<file path="config.mk">
export PLATFORM = sky130hd
export DESIGN_NAME = hz_unit
export DESIGN_NICKNAME = d
export VERILOG_FILES = /design/src/rtl/hz_pkg.sv /design/src/rtl/hz_id_cmp.sv /design/src/rtl/hz_fwd_pick.sv /design/src/rtl/hz_stall_ctl.sv /design/src/rtl/hz_unit.sv
export SDC_FILE = /design/constraint.sdc
export NUM_CORES = 1
export LEC_CHECK = 0
export ABC_CLOCK_PERIOD_IN_PS = 2700
export BUFFER_PORTS_ARGS = -buffer_cell sky130_fd_sc_hd__buf_2
export CAP_MARGIN = 20
export CORE_MARGIN = 2
export CORE_UTILIZATION = 35
export DETAILED_ROUTE_END_ITERATION = 10
export PLACE_DENSITY_LB_ADDON = 0.1
export SLEW_MARGIN = 30
export SYNTH_ARGS = -nofsm -noshare
export SYNTH_HDL_FRONTEND = slang
export SYNTH_HIERARCHICAL = 1
export SYNTH_SLANG_ARGS = --single-unit
</file>
<file path="constraint.sdc">
create_clock -name clk -period 2.7 [get_ports clk]
set_clock_uncertainty 0.2 [all_clocks]
set_input_delay 0.27 -clock clk [delete_from_list [all_inputs] [get_ports clk]]
set_output_delay 0.27 -clock clk [all_outputs]
set_load 0.01 [all_outputs]
</file>
<file path="src/rtl/hz_pkg.sv">
package hz_pkg;
    typedef enum logic [1:0] {
        SEL_RF  = 2'd0,
        SEL_MEM = 2'd1,
        SEL_WB  = 2'd2,
        SEL_RET = 2'd3
    } fwd_sel_e;

    localparam int unsigned NUM_OPND = 2;
    localparam int unsigned NUM_PROD = 3;
endpackage

</file>
<file path="src/rtl/hz_id_cmp.sv">
module hz_id_cmp #(
    parameter int unsigned REG_W = 5
) (
    input  logic [REG_W-1:0] src,
    input  logic             src_used,
    input  logic [REG_W-1:0] dst,
    input  logic             dst_we,
    output logic             hit
);
    // register 0 is hardwired and never produces a forwardable value
    assign hit = src_used && dst_we && (dst != '0) && (src == dst);
endmodule

</file>
<file path="src/rtl/hz_fwd_pick.sv">
module hz_fwd_pick #(
    parameter int unsigned REG_W = 5,
    parameter int unsigned NP    = hz_pkg::NUM_PROD
) (
    input  logic                    fwd_en,
    input  logic [REG_W-1:0]        src,
    input  logic                    src_used,
    input  logic [NP-1:0][REG_W-1:0] prod_dst,
    input  logic [NP-1:0]           prod_we,
    output hz_pkg::fwd_sel_e        sel
);
    logic [NP-1:0] hit;

    for (genvar p = 0; p < NP; p++) begin : g_cmp
        hz_id_cmp #(.REG_W(REG_W)) u_cmp (
            .src     (src),
            .src_used(src_used),
            .dst     (prod_dst[p]),
            .dst_we  (prod_we[p]),
            .hit     (hit[p])
        );
    end

    // index 0 is the youngest producer; scan oldest first so younger overrides
    always_comb begin
        sel = hz_pkg::SEL_RF;
        if (fwd_en) begin
            for (int i = NP - 1; i >= 0; i--) begin
                if (hit[i]) begin
                    sel = hz_pkg::fwd_sel_e'(2'(i + 1));
                end
            end
        end
    end
endmodule

</file>
<file path="src/rtl/hz_stall_ctl.sv">
module hz_stall_ctl #(
    parameter int unsigned REG_W = 5,
    parameter int unsigned NS    = hz_pkg::NUM_OPND,
    parameter int unsigned NP    = hz_pkg::NUM_PROD
) (
    input  logic                     fwd_en,
    input  logic                     dec_valid,
    input  logic [NS-1:0][REG_W-1:0] dec_src,
    input  logic [NS-1:0]            dec_use,
    input  logic [NP-1:0][REG_W-1:0] prod_dst,
    input  logic [NP-1:0]            prod_we,
    input  logic                     ex_load,
    output logic                     stall
);
    logic [NS-1:0][NP-1:0] hit;
    logic                  load_use;
    logic                  any_dep;

    for (genvar s = 0; s < NS; s++) begin : g_src
        for (genvar p = 0; p < NP; p++) begin : g_prod
            hz_id_cmp #(.REG_W(REG_W)) u_cmp (
                .src     (dec_src[s]),
                .src_used(dec_use[s]),
                .dst     (prod_dst[p]),
                .dst_we  (prod_we[p]),
                .hit     (hit[s][p])
            );
        end
    end

    always_comb begin
        load_use = 1'b0;
        any_dep  = 1'b0;
        for (int s = 0; s < NS; s++) begin
            load_use = load_use | (hit[s][0] & ex_load);
            any_dep  = any_dep | (|hit[s]);
        end
        stall = dec_valid && (fwd_en ? load_use : any_dep);
    end
endmodule

</file>
<file path="src/rtl/hz_unit.sv">
module hz_unit #(
    parameter int unsigned REG_W = 5
) (
    input  logic             clk,
    input  logic             rst_n,
    input  logic             fwd_en,
    input  logic             dec_valid,
    input  logic [REG_W-1:0] dec_src_a,
    input  logic             dec_use_a,
    input  logic [REG_W-1:0] dec_src_b,
    input  logic             dec_use_b,
    input  logic [REG_W-1:0] dec_dst,
    input  logic             dec_we,
    input  logic             dec_load,
    output logic             stall,
    output logic             bubble,
    output logic [1:0]       sel_a,
    output logic [1:0]       sel_b
);
    import hz_pkg::*;

    localparam int unsigned NS = NUM_OPND;
    localparam int unsigned NP = NUM_PROD;

    typedef struct packed {
        logic             we;
        logic             ld;
        logic [REG_W-1:0] dst;
        logic [NS-1:0]    use_src;
        logic [NS-1:0][REG_W-1:0] src;
    } ex_slot_t;

    typedef struct packed {
        logic             we;
        logic [REG_W-1:0] dst;
    } prod_t;

    typedef struct packed {
        ex_slot_t ex;
        prod_t    mem;
        prod_t    wb;
        prod_t    ret;
    } state_t;

    state_t st_d, st_q;

    logic [NS-1:0][REG_W-1:0] dec_src;
    logic [NS-1:0]            dec_use;
    logic [NP-1:0][REG_W-1:0] hz_dst, fw_dst;
    logic [NP-1:0]            hz_we, fw_we;
    fwd_sel_e [NS-1:0]        sel;

    assign dec_src = {dec_src_b, dec_src_a};
    assign dec_use = {dec_use_b, dec_use_a};

    // producers seen from Decode: Compute, Memory, Write (youngest first)
    assign hz_dst = {st_q.wb.dst, st_q.mem.dst, st_q.ex.dst};
    assign hz_we  = {st_q.wb.we,  st_q.mem.we,  st_q.ex.we};
    // producers seen from Compute: Memory, Write, just written back
    assign fw_dst = {st_q.ret.dst, st_q.wb.dst, st_q.mem.dst};
    assign fw_we  = {st_q.ret.we,  st_q.wb.we,  st_q.mem.we};

    hz_stall_ctl #(.REG_W(REG_W), .NS(NS), .NP(NP)) u_stall (
        .fwd_en   (fwd_en),
        .dec_valid(dec_valid),
        .dec_src  (dec_src),
        .dec_use  (dec_use),
        .prod_dst (hz_dst),
        .prod_we  (hz_we),
        .ex_load  (st_q.ex.ld),
        .stall    (stall)
    );

    for (genvar s = 0; s < NS; s++) begin : g_opnd
        hz_fwd_pick #(.REG_W(REG_W), .NP(NP)) u_pick (
            .fwd_en  (fwd_en),
            .src     (st_q.ex.src[s]),
            .src_used(st_q.ex.use_src[s]),
            .prod_dst(fw_dst),
            .prod_we (fw_we),
            .sel     (sel[s])
        );
    end

    assign sel_a  = sel[0];
    assign sel_b  = sel[1];
    assign bubble = stall;

    always_comb begin
        st_d         = st_q;
        st_d.ret     = st_q.wb;
        st_d.wb      = st_q.mem;
        st_d.mem.we  = st_q.ex.we;
        st_d.mem.dst = st_q.ex.dst;
        if (dec_valid && !stall) begin
            st_d.ex.we      = dec_we;
            st_d.ex.ld      = dec_load;
            st_d.ex.dst     = dec_dst;
            st_d.ex.use_src = dec_use;
            st_d.ex.src     = dec_src;
        end else begin
            st_d.ex = '0;
        end
    end

    always_ff @(posedge clk or negedge rst_n) begin
        if (!rst_n) begin
            st_q <= '0;
        end else begin
            st_q <= st_d;
        end
    end
endmodule

</file>
### After elaboration in Yosys (flattened, before gate mapping)

Cells that the tools add are included.

* input port bits: 23
* output and inout bits: 6
* logic and storage cells: 83
* register bits: 37

* reductions and logical operators: 45
* mux-type cells: 10
* bitwise gates (word level): 4
* eq/ne operators: 12

Operator list (number)
* $eq 5x5->1: 12
* $logic_and 1x1->1: 38
* $reduce_bool 5->1: 4
* $mux 19: 1
* $mux 2: 8
* $reduce_or 3->1: 2
* $and 1x1->1: 2
* $or 1x1->1: 2
* $logic_not 1->1: 1
* $mux 1: 1

### Logic depth before layout (Yosys ltp)

Gate-level depths: netlist (run 1).

* depth after elaboration: 10
* depth in mapped cells: 7
* mapped depth without buffers: 6

### Modules after synthesis

The synthesis (run 1) kept the hierarchy.

Modules (own cells, without submodules)
* hz_unit: cells an instance 59, seq. area each 925.9 um2, instances 1, area an instance 1133.6 um2
* hz_id_cmp: cells an instance 10, seq. area each 0.0 um2, instances 12, area an instance 76.3 um2
* hz_fwd_pick: cells an instance 4, seq. area each 0.0 um2, instances 2, area an instance 25.0 um2
* hz_stall_ctl: cells an instance 6, seq. area each 0.0 um2, instances 1, area an instance 48.8 um2

### Worst setup path before layout (run 1)

Ideal clock, no wire load.

* kind: register -> output
* start: register st_q, in the netlist hz_dst[0]
* end: output stall
* setup slack: 0.572 ns
* buffers on the path: 1
* required time: 2.230 ns
* arrival time: 1.658 ns
* stages on the path, launching flop included: 7
* path through: dfrtp_1 > xnor2_1 > o2111ai_1 > nor3b_2 > nor2_1 > o32ai_2 > buf_4

RTL lines
* from (decl): line hz_unit.sv:45 `state_t st_d, st_q;`
* from (signal assigned): line hz_unit.sv:110 `st_q <= st_d;`
* to (decl): line hz_unit.sv:15 `output logic stall,`

==> results of run 1 <==
[synthesized netlist by cell type]
cell type and n:
xnor2_1 48, dfrtp_1 37, inv_1 13, nand3_1 12
nor3b_2 12, nor4_1 12, o2111ai_1 12, o21ai_0 12
and3b_1 10, and3b_2 9, nor2_1 3, nor2b_1 3
buf_6 2, nor3b_1 2, o21a_1 2, buf_4 1
nand2b_1 1, nor4_2 1, o32ai_2 1
[state kept, by name, indices dropped and copies added (netlist names)]
| register | count |
|---|---|
| st_q | 13 |
| hz_we | 1 |
| fw_dst | 15 |
| fw_we | 3 |
| hz_dst | 5 |
[repair_timing]
action	CTS	global route
hold endpoints to repair	37	0
cloned	1	0
hold buffers	1	0
endpoints found under the setup margin	2	2
buffers inserted	0	2
pin swaps	1	2
resized for setup	5	3
[power groups by stage]
| stage | registers, W | clock network, W | logic, W |
|---|---|---|---|
| detailed placement | 0.000647 | 0 | 0.000183 |
| CTS | 0.000636 | 0.000493 | 0.000189 |
| global placement | 0.000647 | 0 | 0.000181 |
| floorplan | 0.000631 | 0 | 0.000122 |
| global route | 0.000643 | 0.000518 | 0.000215 |
| finish | 0.000636 | 0.000483 | 0.000192 |
[worst reg2reg max path: cells and delay by family (launching register included)]
family,cells,cell delay [ns]
AO/OA/AOI/OAI,2,0.27
flip-flops,1,0.49
buffers and inverters,1,0.19
AND/OR/NAND/NOR,4,1.11
[path summary, 6_finish.rpt]
check,from,endpoint,cells past startpoint
min in group asynchronous,rst_n,st_q[26],2
min reg2reg,hz_dst[4],fw_dst[4],0
max reg2reg,fw_dst[2],hz_dst[4],7
max in group asynchronous,rst_n,fw_dst[5],3
max,hz_dst[2],bubble,6
min,dec_dst[2],hz_dst[2],2
[routing by layer]
metal | routed length (µm) | GRT usage (%) | up-vias
met1 | 2320 | 21.0 | 745
met4 | 28 | 5.17 | 0
met5 | 0 | 0 | -
li1 | - | - | 780
met3 | 154 | 3.37 | 4
met2 | 2680 | 31.1 | 36
[logic make-up (layout without fill, tap and decap cells)]
family / Yosys count / in the layout / share of synthesized area, %
AO/OA/AOI/OAI: 27 / 28 / 9.14
AND/OR/NAND/NOR: 65 / 65 / 24.5
XOR/XNOR: 48 / 48 / 19.6
flip-flops: 37 / 37 / 43.1
buffers and inverters: 16 / 54 / 3.67
[layout make-up]
| class | count | share of cell area, % |
|---|---|---|
| Inverter | 13 | 1.90 |
| Clock inverter | 3 | 1.80 |
| Multi-Input combinational cell | 141 | 45.9 |
| Timing Repair Buffer | 33 | 7.79 |
| Tap cell | 75 | 3.65 |
| Sequential cell | 37 | 36.3 |
| Clock buffer | 5 | 2.68 |
[through the flow]
step                instances  hold WS, ns  power, W  worst slack [ns]
floorplan                 193       -0.226  0.000754             0.572
global placement          294        0.184  0.000828             0.157
detailed placement        294        0.192  0.000830            0.0816
CTS                       304       0.0232   0.00132            0.0237
global route              307       0.0305   0.00138            0.0154
finish                    307       0.0297   0.00131             0.167
==> impl_metrics.env, run 1 <==
export IMPL_outcome="finished, final reports clean"
export IMPL_placedInstanceArea_um2=2360
export IMPL_die_x_um=82.3
export IMPL_ys_types=19
export IMPL_dpl_hpwl_mm=3.66
export IMPL_start_util_pct=36.3
export IMPL_port_buffers=28
export IMPL_die_h_um=82.3
export IMPL_grt_pass1_wl_mm=8.49
export IMPL_cts_tree="built"
export IMPL_fin_util_pct=43.4
export IMPL_netlist_area_um2=2150
export IMPL_cp_arrival_ns=2.06
export IMPL_via_per_inst=5.10
export IMPL_ios=29
export IMPL_dieArea_um2=6780
export IMPL_internal_power_w=0.000963
export IMPL_syn_avg_cell_area_um2=11.1
export IMPL_vdd_drop_max_mv=0.232
export IMPL_firstDrtPassIters=4
export IMPL_drive_gt1_share_pct=30.2
export IMPL_cp_slowest_cell="dfrtp_1"
export IMPL_rsz0062_at_grt="no"
export IMPL_post_route_min_period_ns=2.53
export IMPL_drt_drc_violations_left=0
export IMPL_clk_latency_ns=0.29
export IMPL_path_cells="nor4_1, o21ai_0, nor3b_2, nor2_1, o32ai_4, buf_2"
export IMPL_slew_limit_headroom_pct=54.0
export IMPL_track_usage_pct=17.4
export IMPL_worst_r2r_setup_slack_ns=0.39
export IMPL_area_growth_pct=19.7
export IMPL_synth_top_area_share_pct=43.1
export IMPL_num_rows=28
export IMPL_cts_num_sinks=37
export IMPL_routedWlPerCell_um=16.9
export IMPL_cts_root_buf="clkbuf_8"
export IMPL_core_area_um2=5920
export IMPL_ys_seq_elements=37
export IMPL_drv_cap=0
export IMPL_antenna_found_initial=0
export IMPL_ys_seq_area_share_pct=43.1
export IMPL_grt_max_degree=38
export IMPL_worstPathRequired_ns=2.23
export IMPL_crit_fanout=5
export IMPL_seq_area_um2=933
export IMPL_place_congestion=0.795
export IMPL_synthesis_nets=216
export IMPL_path_class="flip-flop to output pin"
export IMPL_fin_nets=254
export IMPL_via_count=1565
export IMPL_pwr_share_clk_pct=36.8
export IMPL_critical_path_top_delay_family="simple AND/OR/NAND/NOR gates"
export IMPL_cts_buffer_depth=2
export IMPL_grt_ovfl_total=0
export IMPL_max_stage_delay_ns=0.45
export IMPL_share_seq_of_total_power_pct=48.5
export IMPL_clock_fmax_ghz=0.395
export IMPL_multi_input_area_um2=1180
export IMPL_switching_share_pct=26.6
export IMPL_layout_commonest_cell="xnor2_1"
export IMPL_netlist_top_cells_area="dfrtp_1, xnor2_1, nor3b_2"
export IMPL_grt_pass1_vias=1643
export IMPL_netlist_instances=193
export IMPL_drtIter0Drc=83
export IMPL_powerDensity_nw_per_um2=510
export IMPL_cts_made_buffers=5
export IMPL_critPathBufInv=1
export IMPL_finalHoldViolCount=0
export IMPL_h_tree_depth=2
export IMPL_min_path_type="primary input to flip-flop"
export IMPL_design_area_um2=2570
export IMPL_clk_pin_slew_ns=0.08
export IMPL_setup_violations_final=0
export IMPL_finalSetupTns_ns=0
export IMPL_share_comb_of_total_power_pct=14.7
export IMPL_insertedDiodeCount=0
export IMPL_synth_top_area_cell="dfrtp_1"
export IMPL_drt_total_wl_mm=5.18
export IMPL_synth_yosys_warnings=6
export IMPL_worst_pin_slew_ns=0.690
export IMPL_drtAntennaViolNets=0
export IMPL_start_kind="flip-flop"
export IMPL_end_kind="output pin"
export IMPL_nFillCells=553
export IMPL_min_period_over_period_pct=93.8
export IMPL_report_final_slew_viol_count=0
export IMPL_layout_common_cells="xnor2_1, dfrtp_1, buf_2, inv_1"
export IMPL_p_switching_w=0.000348
export IMPL_leakage_nw=0.998
Note: power is estimated with default switching activity, not from simulation.
==> inputs of run 2 (changes only) <==
Settings changed: CELL_PAD_IN_SITES_DETAIL_PLACEMENT set to 1, CELL_PAD_IN_SITES_GLOBAL_PLACEMENT set to 1, CORE_MARGIN 2 to 5, CORE_UTILIZATION 35 to 40.
==> run 2 against run 1 <==
Against the previous run:
- routed wire length rose by 10%
- global-route usage fell by 0.14 points
- setup slack got worse by 0.042 ns
- clock power rose by 4%
- via count rose by 4.0%
- non-clock buffer count fell by 1
- total power rose by 1.5%
- die area rose by 2.3%
- maximum frequency fell by 1.6%
- sequential power barely moved
- largest power group unchanged
==> impl_metrics.env, run 2 (synthesized netlist as in run 1, its figures left out) <==
export IMPL_outcome="finished, final reports clean"
export IMPL_grt_max_degree=38
export IMPL_worstPathRequired_ns=2.23
export IMPL_fin_nets=253
export IMPL_grt_pass1_vias=1887
export IMPL_drt_drc_violations_left=0
export IMPL_internal_power_w=0.000983
export IMPL_cts_made_buffers=5
export IMPL_path_cells="nor4_2, o21ai_0, nor3b_2, nor4_4, o32ai_4, buf_2"
export IMPL_end_kind="output pin"
export IMPL_h_tree_depth=2
export IMPL_port_buffers=28
export IMPL_clk_latency_ns=0.29
export IMPL_multi_input_area_um2=1190
export IMPL_via_count=1628
export IMPL_drtAntennaViolNets=0
export IMPL_min_path_type="primary input to flip-flop"
export IMPL_share_comb_of_total_power_pct=14.4
export IMPL_seq_area_um2=931
export IMPL_finalSetupTns_ns=0
export IMPL_leakage_nw=0.994
export IMPL_powerDensity_nw_per_um2=523
export IMPL_num_rows=26
export IMPL_critPathBufInv=1
export IMPL_cts_buffer_depth=2
export IMPL_setup_violations_final=0
export IMPL_core_area_um2=5170
export IMPL_cts_tree="built"
export IMPL_track_usage_pct=17.2
export IMPL_place_congestion=0.774
export IMPL_insertedDiodeCount=0
export IMPL_post_route_min_period_ns=2.58
export IMPL_drive_gt1_share_pct=29.4
export IMPL_die_h_um=83.3
export IMPL_cp_arrival_ns=2.11
export IMPL_routedWlPerCell_um=19.0
export IMPL_finalNonFillerCells=301
export IMPL_grt_ovfl_total=0
export IMPL_vdd_drop_max_mv=0.256
export IMPL_firstDrtPassIters=4
export IMPL_pwr_share_clk_pct=37.7
export IMPL_cts_root_buf="clkbuf_8"
export IMPL_drtIter0Drc=76
export IMPL_min_period_over_period_pct=95.4
export IMPL_finalHoldViolCount=0
export IMPL_start_kind="flip-flop"
export IMPL_p_switching_w=0.000348
export IMPL_placedInstanceArea_um2=2350
export IMPL_dieArea_um2=6940
export IMPL_critical_path_top_delay_family="simple AND/OR/NAND/NOR gates"
export IMPL_nFillCells=585
export IMPL_switching_share_pct=26.1
export IMPL_cts_num_sinks=37
export IMPL_max_stage_delay_ns=0.50
export IMPL_drt_total_wl_mm=5.71
export IMPL_area_growth_pct=18.5
export IMPL_cp_slowest_cell="dfrtp_2"
export IMPL_dpl_hpwl_mm=4.22
export IMPL_grt_pass1_wl_mm=9.40
export IMPL_via_per_inst=5.41
export IMPL_report_final_slew_viol_count=0
export IMPL_rsz0062_at_grt="no"
export IMPL_place_inst=289
export IMPL_largest_reg_flops=15
export IMPL_clk_pin_slew_ns=0.08
export IMPL_ios=29
export IMPL_slew_limit_headroom_pct=45.1
export IMPL_crit_fanout=9
export IMPL_share_seq_of_total_power_pct=47.9
export IMPL_start_util_pct=41.5
export IMPL_layout_common_cells="xnor2_1, dfrtp_1, buf_2, inv_1"
export IMPL_antenna_found_initial=0
export IMPL_die_x_um=83.3
export IMPL_clock_fmax_ghz=0.388
export IMPL_layout_commonest_cell="xnor2_1"
export IMPL_design_area_um2=2550
export IMPL_path_class="flip-flop to output pin"
export IMPL_drv_cap=0
export IMPL_worst_pin_slew_ns=0.823
[run 2: layout make-up]
cell class / count / share of cell area (%)
clock inverter: 2 / 1.47
inverter: 13 / 1.92
timing repair buffer: 32 / 6.78
sequential: 37 / 36.6
tap: 70 / 3.44
multi-input combinational: 141 / 46.6
clock buffer: 6 / 3.24
[run 2: final timing paths]
path,startpoint,to,slack [ns],depth (start not counted)
worst max-delay path,fw_dst[2],bubble,0.12,6
worst min-delay path,dec_dst[2],hz_dst[2],0.02,2
worst max register to register,fw_dst[2],st_q[23],0.37,7
worst min register to register,hz_dst[4],fw_dst[4],0.21,0
max in group asynchronous,rst_n,fw_dst[7],1.32,2
min in group asynchronous,rst_n,hz_dst[1],0.41,2
[run 2: layer usage]
metal / part of all wire, % / track usage [%]
met5: 0 / 0
met1: 40 / 19.0
met2: 55 / 32.4
met3: 2.7 / 2.97
met4: 2.0 / 6.84
[run 2: repair_timing]
action | 4_1_cts | 5_1_grt
endpoints found under the setup margin | 2 | 2
hold buffers | 1 | 0
buffers inserted | 0 | 2
hold endpoints to repair | 37 | 0
cloned | 1 | 0
gates resized for setup | 3 | 4
pin swaps | 1 | 1
[run 2: power groups by stage]
stage	Clock (W)	Sequential [W]	Combinational, W
2_1_floorplan	0	0.000631	0.000122
3_3_place_gp	0	0.000646	0.000179
3_5_place_dp	0	0.000648	0.000189
4_1_cts	0.000513	0.000637	0.000195
5_1_grt	0.000535	0.000644	0.000211
6_report	0.000501	0.000638	0.000192
[run 2: worst reg2reg max path, stage by stage, from the launching register on]
cell and delay, ns:
dfrtp_2 0.50, nor4_2 0.30, o21ai_0 0.11, nor3b_2 0.18
nor4_4 0.39, o32ai_4 0.17, buf_4 0.19, and3b_2 0.23
[run 2: through the flow]
stage | util, % | setup slack [ns] | hold WS, ns | power [W]
floorplan | - | 0.572 | -0.226 | 0.000754
CTS | 48.7 | 0.00109 | 0.0178 | 0.00135
global route | 49.2 | 0.00859 | 0.0277 | 0.00139
detailed placement | 45.5 | 0.0277 | 0.200 | 0.000837
finish | 49.2 | 0.124 | 0.0248 | 0.00133
global placement | 45.5 | 0.216 | 0.193 | 0.000824
